$ cat config.mk
export PLATFORM = sky130hd
export DESIGN_NAME = wdet_target
export DESIGN_NICKNAME = d
export VERILOG_FILES = /design/src/rtl/wdet_pkg.sv /design/src/rtl/wdet_hdr_view.sv /design/src/rtl/wdet_ctrl.sv /design/src/rtl/wdet_target.sv
export SDC_FILE = /design/constraint.sdc
export NUM_CORES = 1
export LEC_CHECK = 0
export ABC_AREA = 1
export BUFFER_PORTS_ARGS = -buffer_cell sky130_fd_sc_hd__buf_4
export CAP_MARGIN = 15
export CORE_MARGIN = 3
export CORE_UTILIZATION = 51
export CTS_CLUSTER_SIZE = 10
export DETAILED_ROUTE_END_ITERATION = 8
export HOLD_SLACK_MARGIN = 0.02
export PLACE_DENSITY = 0.68
export SYNTH_ARGS = -nofsm -noshare
export SYNTH_HDL_FRONTEND = slang
export SYNTH_SLANG_ARGS = --single-unit
$ cat constraint.sdc
create_clock -name clk -period 7.4 [get_ports clk]
set_input_delay 0.74 -clock clk [delete_from_list [all_inputs] [get_ports clk]]
set_output_delay 0.74 -clock clk [all_outputs]
set_load 0.005 [all_outputs]
$ cat src/rtl/wdet_pkg.sv
package wdet_pkg;
  localparam int KINDS     = 3;
  localparam int WINDOWS   = 2;
  localparam int TESTS     = KINDS * WINDOWS;
  localparam int IDX_W     = $clog2(TESTS);
  localparam int HDR_BYTES = 16;
  localparam int MEM_AREA  = 2048;
  localparam int PORT_AREA = 128;
  localparam int WILD_KIND = 1;
  localparam logic [7:0] DATA_MATCH = 8'hFA;
  localparam logic [7:0] DATA_ANY   = 8'hCE;

  localparam logic [191:0] PFX_MEM  = "mmio-";
  localparam logic [191:0] PFX_PORT = "portio-";
  localparam logic [191:0] SFX_K0   = "no-eventfd";
  localparam logic [191:0] SFX_K1   = "wildcard-eventfd";
  localparam logic [191:0] SFX_K2   = "datamatch-eventfd";

  function automatic logic [7:0] lit_byte(logic [191:0] s, int n, int k);
    logic [191:0] sh;
    sh = s >> (8 * (n - 1 - k));
    return sh[7:0];
  endfunction

  function automatic int sfx_len(int kind);
    return (kind == 0) ? 10 : (kind == 1) ? 16 : 17;
  endfunction

  function automatic int pfx_len(int idx);
    return (idx >= KINDS) ? 7 : 5;
  endfunction

  function automatic int hdr_len(int idx);
    return HDR_BYTES + pfx_len(idx) + sfx_len(idx % KINDS) + 1;
  endfunction

  function automatic int test_offset(int idx);
    return ((idx >= KINDS) ? PORT_AREA : MEM_AREA) + idx;
  endfunction

  function automatic logic [7:0] name_char(int idx, int k);
    int plen, slen, j;
    plen = pfx_len(idx);
    if (k < plen) return lit_byte((idx >= KINDS) ? PFX_PORT : PFX_MEM, plen, k);
    j    = k - plen;
    slen = sfx_len(idx % KINDS);
    if (j >= slen) return 8'h00;
    case (idx % KINDS)
      0:       return lit_byte(SFX_K0, slen, j);
      1:       return lit_byte(SFX_K1, slen, j);
      default: return lit_byte(SFX_K2, slen, j);
    endcase
  endfunction
endpackage

$ cat src/rtl/wdet_hdr_view.sv
module wdet_hdr_view
  import wdet_pkg::*;
#(
  parameter int ADDR_W = 12,
  parameter int LANES  = 4
) (
  input  logic              on,
  input  logic [IDX_W-1:0]  idx,
  input  logic [31:0]       count,
  input  logic [ADDR_W-1:0] base,
  input  logic [2:0]        size,
  output logic [8*LANES-1:0] bytes
);
  function automatic logic [7:0] hdr_byte(logic act, int i, logic [31:0] cnt, int a);
    logic [31:0] off;
    if (!act || (a + 1 >= hdr_len(i))) return 8'h00;
    off = 32'(test_offset(i));
    if (a == 0) return 8'(i);
    if (a == 1) return 8'h01;
    if (a >= 4 && a <= 7) return off[8*(a-4) +: 8];
    if (a == 8) return ((i % KINDS) == WILD_KIND) ? DATA_ANY : DATA_MATCH;
    if (a >= 12 && a <= 15) return cnt[8*(a-12) +: 8];
    if (a >= HDR_BYTES) return name_char(i, a - HDR_BYTES);
    return 8'h00;
  endfunction

  for (genvar k = 0; k < LANES; k++) begin : g_lane
    always_comb begin
      if (k < int'(size))
        bytes[8*k +: 8] = hdr_byte(on, int'(idx), count, int'(base) + k);
      else
        bytes[8*k +: 8] = 8'h00;
    end
  end
endmodule

$ cat src/rtl/wdet_ctrl.sv
module wdet_ctrl
  import wdet_pkg::*;
#(
  parameter int ADDR_W = 12,
  parameter int LANES  = 4
) (
  input  logic               clk,
  input  logic               rst_n,
  input  logic               wr_fire,
  input  logic               win,
  input  logic [ADDR_W-1:0]  addr,
  input  logic [2:0]         size,
  input  logic [8*LANES-1:0] wdata,
  output logic               on,
  output logic [IDX_W-1:0]   idx,
  output logic [31:0]        count,
  output logic               sel
);
  logic       hit, qualify;
  logic [7:0] lane_byte;
  int         off, lane;

  assign sel = wr_fire && (addr == '0);

  always_comb begin
    off       = test_offset(int'(idx));
    lane      = off - int'(addr);
    hit       = on && (win == (int'(idx) >= KINDS)) && (lane >= 0) && (lane < int'(size));
    lane_byte = (lane >= 0 && lane < LANES) ? 8'(wdata >> (8 * lane)) : 8'h00;
    if ((int'(idx) % KINDS) == WILD_KIND)
      qualify = hit;
    else
      qualify = hit && (size == 3'd1) && (lane_byte == DATA_MATCH);
  end

  always_ff @(posedge clk) begin
    if (!rst_n) begin
      on    <= 1'b0;
      idx   <= '0;
      count <= '0;
    end else if (sel) begin
      on    <= (wdata[7:0] < 8'(KINDS));
      idx   <= IDX_W'(int'(win) * KINDS + int'(wdata[1:0]));
      count <= '0;
    end else if (wr_fire && qualify) begin
      count <= count + 32'd1;
    end
  end
endmodule

$ cat src/rtl/wdet_target.sv
module wdet_target
  import wdet_pkg::*;
#(
  parameter int ADDR_W  = 12,
  parameter int PORT_AW = 8,
  parameter int DATA_W  = 32
) (
  input  logic              clk,
  input  logic              rst_n,
  input  logic              req_valid,
  output logic              req_ready,
  input  logic              req_win,
  input  logic [ADDR_W-1:0] req_addr,
  input  logic              req_we,
  input  logic [2:0]        req_size,
  input  logic [DATA_W-1:0] req_wdata,
  output logic              rsp_valid,
  input  logic              rsp_ready,
  output logic [DATA_W-1:0] rsp_rdata
);
  localparam int LANES = DATA_W / 8;
  localparam logic [ADDR_W-1:0] PORT_MASK = ADDR_W'((1 << PORT_AW) - 1);

  logic              fire, sel_fire, test_on;
  logic [ADDR_W-1:0] eff_addr;
  logic [IDX_W-1:0]  test_idx;
  logic [31:0]       wr_count;
  logic [DATA_W-1:0] rd_bytes;

  assign req_ready = !rsp_valid || rsp_ready;
  assign fire      = req_valid && req_ready;
  assign eff_addr  = req_win ? (req_addr & PORT_MASK) : req_addr;

  wdet_ctrl #(.ADDR_W(ADDR_W), .LANES(LANES)) u_ctrl (
    .clk(clk), .rst_n(rst_n), .wr_fire(fire && req_we), .win(req_win),
    .addr(eff_addr), .size(req_size), .wdata(req_wdata),
    .on(test_on), .idx(test_idx), .count(wr_count), .sel(sel_fire)
  );

  wdet_hdr_view #(.ADDR_W(ADDR_W), .LANES(LANES)) u_view (
    .on(test_on), .idx(test_idx), .count(wr_count),
    .base(eff_addr), .size(req_size), .bytes(rd_bytes)
  );

  always_ff @(posedge clk) begin
    if (!rst_n) begin
      rsp_valid <= 1'b0;
      rsp_rdata <= '0;
    end else if (fire) begin
      rsp_valid <= 1'b1;
      rsp_rdata <= req_we ? '0 : rd_bytes;
    end else if (rsp_ready) begin
      rsp_valid <= 1'b0;
    end
  end
endmodule

; Word level (Yosys, flattened, before mapping)
; Cells that the tools add are included.
[word_totals]
wordCells = 488
register_bits = 69
in_bits = 53
out_inout_bits = 34
[op_classes]
n_reduce_logical = 34
muxes = 328
shifts = 25
add_sub_neg = 39
magnitude_cmp = 41
div = 1
eq_ne = 13
n_mul = 1
n_bitwise = 1
[op_table]
columns = op, count
row1 = $mux W8, 97
row2 = $shr A192 B32 Y8, 3
row3 = $shr A135 B32 Y8 const A, 4
row4 = $shr A127 B32 Y8 const A, 4
row5 = $shr A79 B32 Y8 const A, 4
row6 = $shiftx A32 B32 Y8, 8
row7 = $mux W1, 220
row8 = $ge A32 B32 Y1, 6
row9 = $logic_not A32 Y1, 6
row10 = $add A32 B2 Y32 const B, 4
row11 = $eq A32 B2 Y1 const B, 4
row12 = $sub A29 B29 Y29, 4
row13 = $eq A32 B5 Y1 const B, 3
row14 = $ge A32 B4 Y1 const B, 3
row15 = $ge A32 B5 Y1 const B, 3
row16 = $ge A32 B6 Y1 const B, 3
row17 = $le A32 B4 Y1 const B, 3
row18 = $le A32 B5 Y1 const B, 3
row19 = $sub A29 B4 Y29 const B, 3
row20 = $sub A29 B5 Y29 const B, 3
row21 = $ge A32 B6 Y1, 2
row22 = $pmux W8 S2, 4
row23 = $mux W55, 1
row24 = $shr A55 B32 Y8, 1
row25 = 53 further kinds, 87

; Depth between registers and ports, before layout
[logic_depth]
ltp_word = 58
mapped_depth = 45
ltp_nobuf = 44

; By module
; A second synthesis with hierarchy kept.
[unflattened]
cells_unflattened = 2887
area_unflattened_um2 = 15972.8
[modules_own_cells]
columns = module, cells_per_inst, instances, area_per_inst_um2, seq_area_each_um2
row1 = wdet_hdr_view, 2163, 1, 11436.0, 0.0
row2 = wdet_ctrl, 496, 1, 2860.2, 720.7
row3 = wdet_target, 228, 1, 1676.6, 660.6

; Worst setup path after synthesis
; OpenSTA, ideal clock, no wires.
[synth_path]
kind = input-to-reg
startpoint = input req_addr[1]
endpoint = register rsp_rdata[24]
stages = 38
setup_ns = 0.070
slack_ns = 1.620
n_path_buf = 5
t_required_ns = 7.330
t_arrival_ns = 5.709
cell_sequence = buf_2 inv_1 clkbuf_1 ha_1 clkbuf_1 inv_1 clkbuf_1 clkbuf_1 ha_1 o21ai_0 xor2_1 ha_1 inv_1 nor2_1 nand3_1 a21oi_1 nand3_1 nand2_2 [2 not listed] nand2_1 nand2_1 nand3_2 nor2_4 nand2_2 inv_2 nand2_1 o211ai_1 o211ai_1 nand2_1 nand2_1 nand2_1 nand2_1 nand2_1 nand2_1 nand2_1 nand2_1 a21oi_1
[synth_via]
elab_chain_len = 27
elab_cells_between_ends = 108
classes_between = 8 x add/sub / 8 x order compare / 2 x eq/ne / 6 x shift / 80 x mux / 4 x reduce/logical
[synth_lines]
columns = item, line
row1 = start: declaration, wdet_target.sv:13  ; input logic [ADDR_W-1:0] req_addr,
row2 = $mux W12 *, wdet_target.sv:32  ; assign eff_addr = req_win ? (req_addr & PORT_MASK) : req_addr;
row3 = $add A12 B2 Y13 *, wdet_hdr_view.sv:30  ; bytes[8*k +: 8] = hdr_byte(on, int'(idx), count, int'(base) + k);
row4 = $sub A13 B5 Y14, wdet_hdr_view.sv:23  ; if (a >= HDR_BYTES) return name_char(i, a - HDR_BYTES);
row5 = $sub A14 B4 Y15, wdet_pkg.sv:45  ; j = k - plen;
row6 = $ge A32 B32 Y1, wdet_pkg.sv:47  ; if (j >= slen) return 8'h00;
row7 = $mux W1, wdet_pkg.sv:47
row8 = $mux W1, wdet_pkg.sv:45
row9 = $mux W1 (2 in a row), wdet_hdr_view.sv:23
row10 = [10 not listed], --
row11 = $mux W8, wdet_hdr_view.sv:23
row12 = $mux W8, wdet_hdr_view.sv:22  ; if (a >= 12 && a <= 15) return cnt[8*(a-12) +: 8];
row13 = $mux W8, wdet_hdr_view.sv:21  ; if (a == 8) return ((i % KINDS) == WILD_KIND) ? DATA_ANY : DATA_MATCH;
row14 = $mux W8, wdet_hdr_view.sv:20  ; if (a >= 4 && a <= 7) return off[8*(a-4) +: 8];
row15 = $mux W8, wdet_hdr_view.sv:19  ; if (a == 1) return 8'h01;
row16 = $mux W8 *, wdet_hdr_view.sv:17  ; off = 32'(test_offset(i));
row17 = $mux W8 *, wdet_hdr_view.sv:29  ; if (k < int'(size))
row18 = $mux W32 *, wdet_target.sv:51  ; rsp_rdata <= req_we ? '0 : rd_bytes;
row19 = end signal: assignment, wdet_target.sv:51
row20 = end: declaration, wdet_target.sv:19  ; output logic [DATA_W-1:0] rsp_rdata
; Every way passes the cells marked *; elsewhere a longest branch is shown, timed or not. The select of a mux whose other input is x is not followed.
; A chain may end at the register's enable or synchronous reset.

; Worst setup path in the final report
[layout_path]
startpoint = register u_ctrl.idx[0]
endpoint = register rsp_rdata[21]
[layout_via]
elab_chain_len = 27
elab_cells_between_ends = 69
classes_between = 9 x add/sub / 1 x div / 4 x order compare / 2 x eq/ne / 5 x shift / 45 x mux / 3 x reduce/logical
[layout_lines]
columns = item, line
row1 = start: declaration, wdet_ctrl.sv:15  ; output logic [IDX_W-1:0] idx,
row2 = start signal: assignment, wdet_ctrl.sv:43  ; idx <= IDX_W'(int'(win) * KINDS + int'(wdata[1:0]));
row3 = branches (longest 24 deep; another with $mod A4 B3 Y32), --
row4 = $mux W8 *, wdet_hdr_view.sv:17
row5 = $mux W8 *, wdet_hdr_view.sv:29
row6 = $mux W32 *, wdet_target.sv:51
; Every way passes the cells marked *. The select of a mux whose other input is x is not followed.

==> metrics.yaml <==
drt:
  drt-vias-per-instance: 5.83
  drc: 0
  wl_per_cell_um: 17.8
  firstDrtPassIters: 6
  drt-total-wl_um: 60300
  drtIter0Drc: 2042
  vias: 19700
  postRouteAntennaNets: 0
global_routing:
  antenna_found_initial: 1
  grt_pass1_wl_um: 95100
  grt_max_degree: 67
  grt_pass1_vias: 18100
  grtUsageTotal: 0.344
  grt-ovfl-total: 0
yosys:
  yosysTopAreaCell: "nand2_1"
  synth_edf_count: 0
  synth-seq-cells: 69
  synth_top_area_frac: 0.179
  synthCells: 2912
  ys_top_cells_by_area: "nand2_1 (18%), ha_1 (11%), inv_1 (9.1%), dfxtp_1 (8.4%), nand3_1 (7.9%)"
  async_flop_share: 0
  synth_seq_area_share: 0.0845
  syn_avg_cell_area_um2: 5.61
  ys_warn_count: 0
  synthFlopType: "dfxtp_1"
  synthDistinctLibCells: 75
  netlist_area_um2: 16300
sta:
  final_max_slew_viol_count: 0
  fin_skew_ns: 0.00972
  slew_headroom: 0.390
  fin_setup_tns_ns: 0
  timing_hold_violations_final: 0
  fin_hold_ws_ns: 0.471
  rsz0062_at_grt: "no"
  period_share: 0.815
  period_minus_slack_ns: 6.03
  setup_slack_ns: 1.37
  worst_slew_pin_slew_ns: 0.912
  setup-violations-final: 0
  fmax_mhz: 166
power:
  ir_drop_uv: 117
  p_sw_frac: 0.490
  p_clk_frac: 0.238
  netSwitchingPower_mw: 0.871
  seqPwrFrac: 0.209
  powerDensity_nw_per_um2: 101
  leakage_nw: 8.68
  p_int_mw: 0.909
  combPwrFrac: 0.553
placed_design:
  dp_cells: 3369
  gp_congestion: 1.12
  dp_slack_ns: 1.23
  port_buffers: 86
  dp_hpwl_um: 49600
  placed_area_um2: 17400
floorplan:
  die_area_um2: 34200
  die_w_um: 185
  core_um2: 31100
  top_level_ports: 87
  die_y_um: 185
  rows: 64
  start_util: 0.526
worst_setup_path:
  crit_type: "flop to flop"
  critPathMaxFanout: 13
  crit_chain: "inv_1 -> o21ai_0 -> ha_1 -> inv_1 -> nand3b_1 -> nand2_2 -> nand2_2 -> buf_4 -> inv_1 -> ha_1 -> nor2_1 -> nand2_1 -> xnor2_1 -> ha_1 -> a21oi_1 -> o21ai_0 -> a21oi_1 -> nor2_1 -> o21ai_0 -> nand4_1 -> nor4_1 -> nand2_1 -> a21oi_1"
  cp.arrival_ns: 6.30
  critPathRequiredTime_ns: 7.67
  crit_path_end_kind: "flop"
  cp_slowest_stage_delay_ns: 0.73
  critPathLaunchType: "flop"
  cpMaxStageDelayCell: "nor4_1"
clock_network:
  tritoncts: "done"
  cts_buffers: 9
  clock_latency_ns: 0.34
  post-cts-setup-buffers: 0
  cts_htree_levels: 3
  holdBufCountCts: 0
  cts_root_buf: "clkbuf_16"
  clk_pin_slew_ns: 0.06
  cts.sinks: 69
  ctsLongestPathBuffers: 2
  cts_resized: 0
final_layout:
  fin_area_um2: 17700
  drive_above_1_share: 0.108
  fin_nets: 3181
  final_cell_count_no_fill: 3387
  area_growth_pct: 8.20
  fillers: 3285
min_path:
  holdCritPathClass: "flop to flop"
outcome:
  status: "complete, no violations"
flow_run:
  cap_violations: 0
==> synthesized netlist by cell type (6+ instances only) <==
cell type / n
nand2_1: 779
inv_1: 395
nor2_1: 280
nand3_1: 259
a21oi_1: 171
o21ai_0: 167
ha_1: 138
xor2_1: 73
dfxtp_1: 69
nor3_1: 62
nand4_1: 60
inv_2: 44
nand2_2: 44
nor2_2: 35
o211ai_1: 35
clkbuf_1: 32
o21ai_1: 18
nor2_4: 17
nor4_1: 16
buf_2: 13
o2111ai_1: 13
xnor2_1: 12
o31ai_1: 11
nand2_4: 10
or2_2: 10
a211oi_1: 9
nand3_2: 9
o22ai_1: 8
a31oi_1: 7
buf_6: 7
o21a_1: 7
o21bai_1: 7
xor2_4: 6
==> critical path, delay by kind of cell (launching register included) <==
family          cells  cell delay [ns]
simple gates        9             1.84
flops               1             0.49
buf+inv             4             1.13
compound gates      6             1.08
xor+xnor            1             0.47
fa+ha+maj           3             0.94
==> path summary, 6_finish.rpt <==
check                                    from             to  slack [ns]  cells past startpoint
worst min register to register  rsp_rdata[14]  rsp_rdata[14]        0.47                      2
worst max-delay path            u_ctrl.idx[0]  rsp_rdata[21]        1.37                     23
worst max register to register  u_ctrl.idx[0]  rsp_rdata[21]        1.37                     23
worst min-delay path            rsp_rdata[14]  rsp_rdata[14]        0.47                      2
==> routing by layer <==
layer  vias up  GRT usage  routed length, um
met1      8943      0.487              26600
met4         0      0.125               2510
met5         -          0                  0
met3       140     0.0359               5630
met2       986      0.543              25600
li1       9668          -                  -
==> registers in the layout (all words and copies together), names as in the netlist <==
signal        flops
u_ctrl.on         1
u_ctrl.count     32
rsp_valid         1
rsp_rdata        32
u_ctrl.idx        3
==> power by group through the flow <==
stage | clock network [mW] | registers (mW) | logic (mW)
after floorplan | 0 | 0.380 | 0.724
after global placement | 0 | 0.380 | 0.942
after detailed placement | 0 | 0.380 | 0.952
after CTS | 0.425 | 0.372 | 0.957
after global routing | 0.443 | 0.372 | 1.10
final | 0.423 | 0.372 | 0.985
==> layout make-up <==
class                   count  area [um^2]  share of cell area
inverters                 444         1670              0.0946
well taps                 396          495              0.0280
flip-flops and latches     69         1380              0.0781
clock inverters             7         57.6             0.00325
clock buffers               9          225              0.0127
repair buffers            103          793              0.0448
diodes                      1         2.50            0.000141
multi-input cells        2358        13100               0.738
==> layout by cell type, fill, tap and decap left out, types with 9 or more instances in the layout <==
cell type	n
nand3_1	259
nor2_4	17
xnor2_1	12
nand4_1	60
o2111ai_1	13
or2_2	10
inv_2	44
nor4_1	16
nand2_4	10
xor2_1	73
nand2_2	44
inv_1	395
o31ai_1	11
nand2_1	779
conb_1	19
nor2_2	35
o211ai_1	35
a21oi_1	171
a211oi_1	9
nor2_1	280
nor3_1	62
clkbuf_16	9
nand3_2	9
ha_1	138
buf_4	102
o21ai_0	167
o21ai_1	18
dfxtp_1	69
==> metrics by stage <==
stage / util / power (mW)
6_report: 0.569 / 1.78
5_1_grt: 0.569 / 1.92
4_1_cts: 0.568 / 1.75
3_5_place_dp: 0.559 / 1.33
2_1_floorplan: - / 1.10
3_3_place_gp: 0.559 / 1.32
==> cells by family after synthesis <==
group	Yosys count	synth area share
xor gates and xnor gates	96	0.0606
other	2	0.000459
muxes	1	0.000612
DFF	69	0.0845
buffers and inverters	502	0.121
adders and majority gates	143	0.112
AOI/OAI and AO/OA	495	0.178
and+or+nand+nor	1604	0.443
Note: power is estimated with default switching activity, not from simulation.
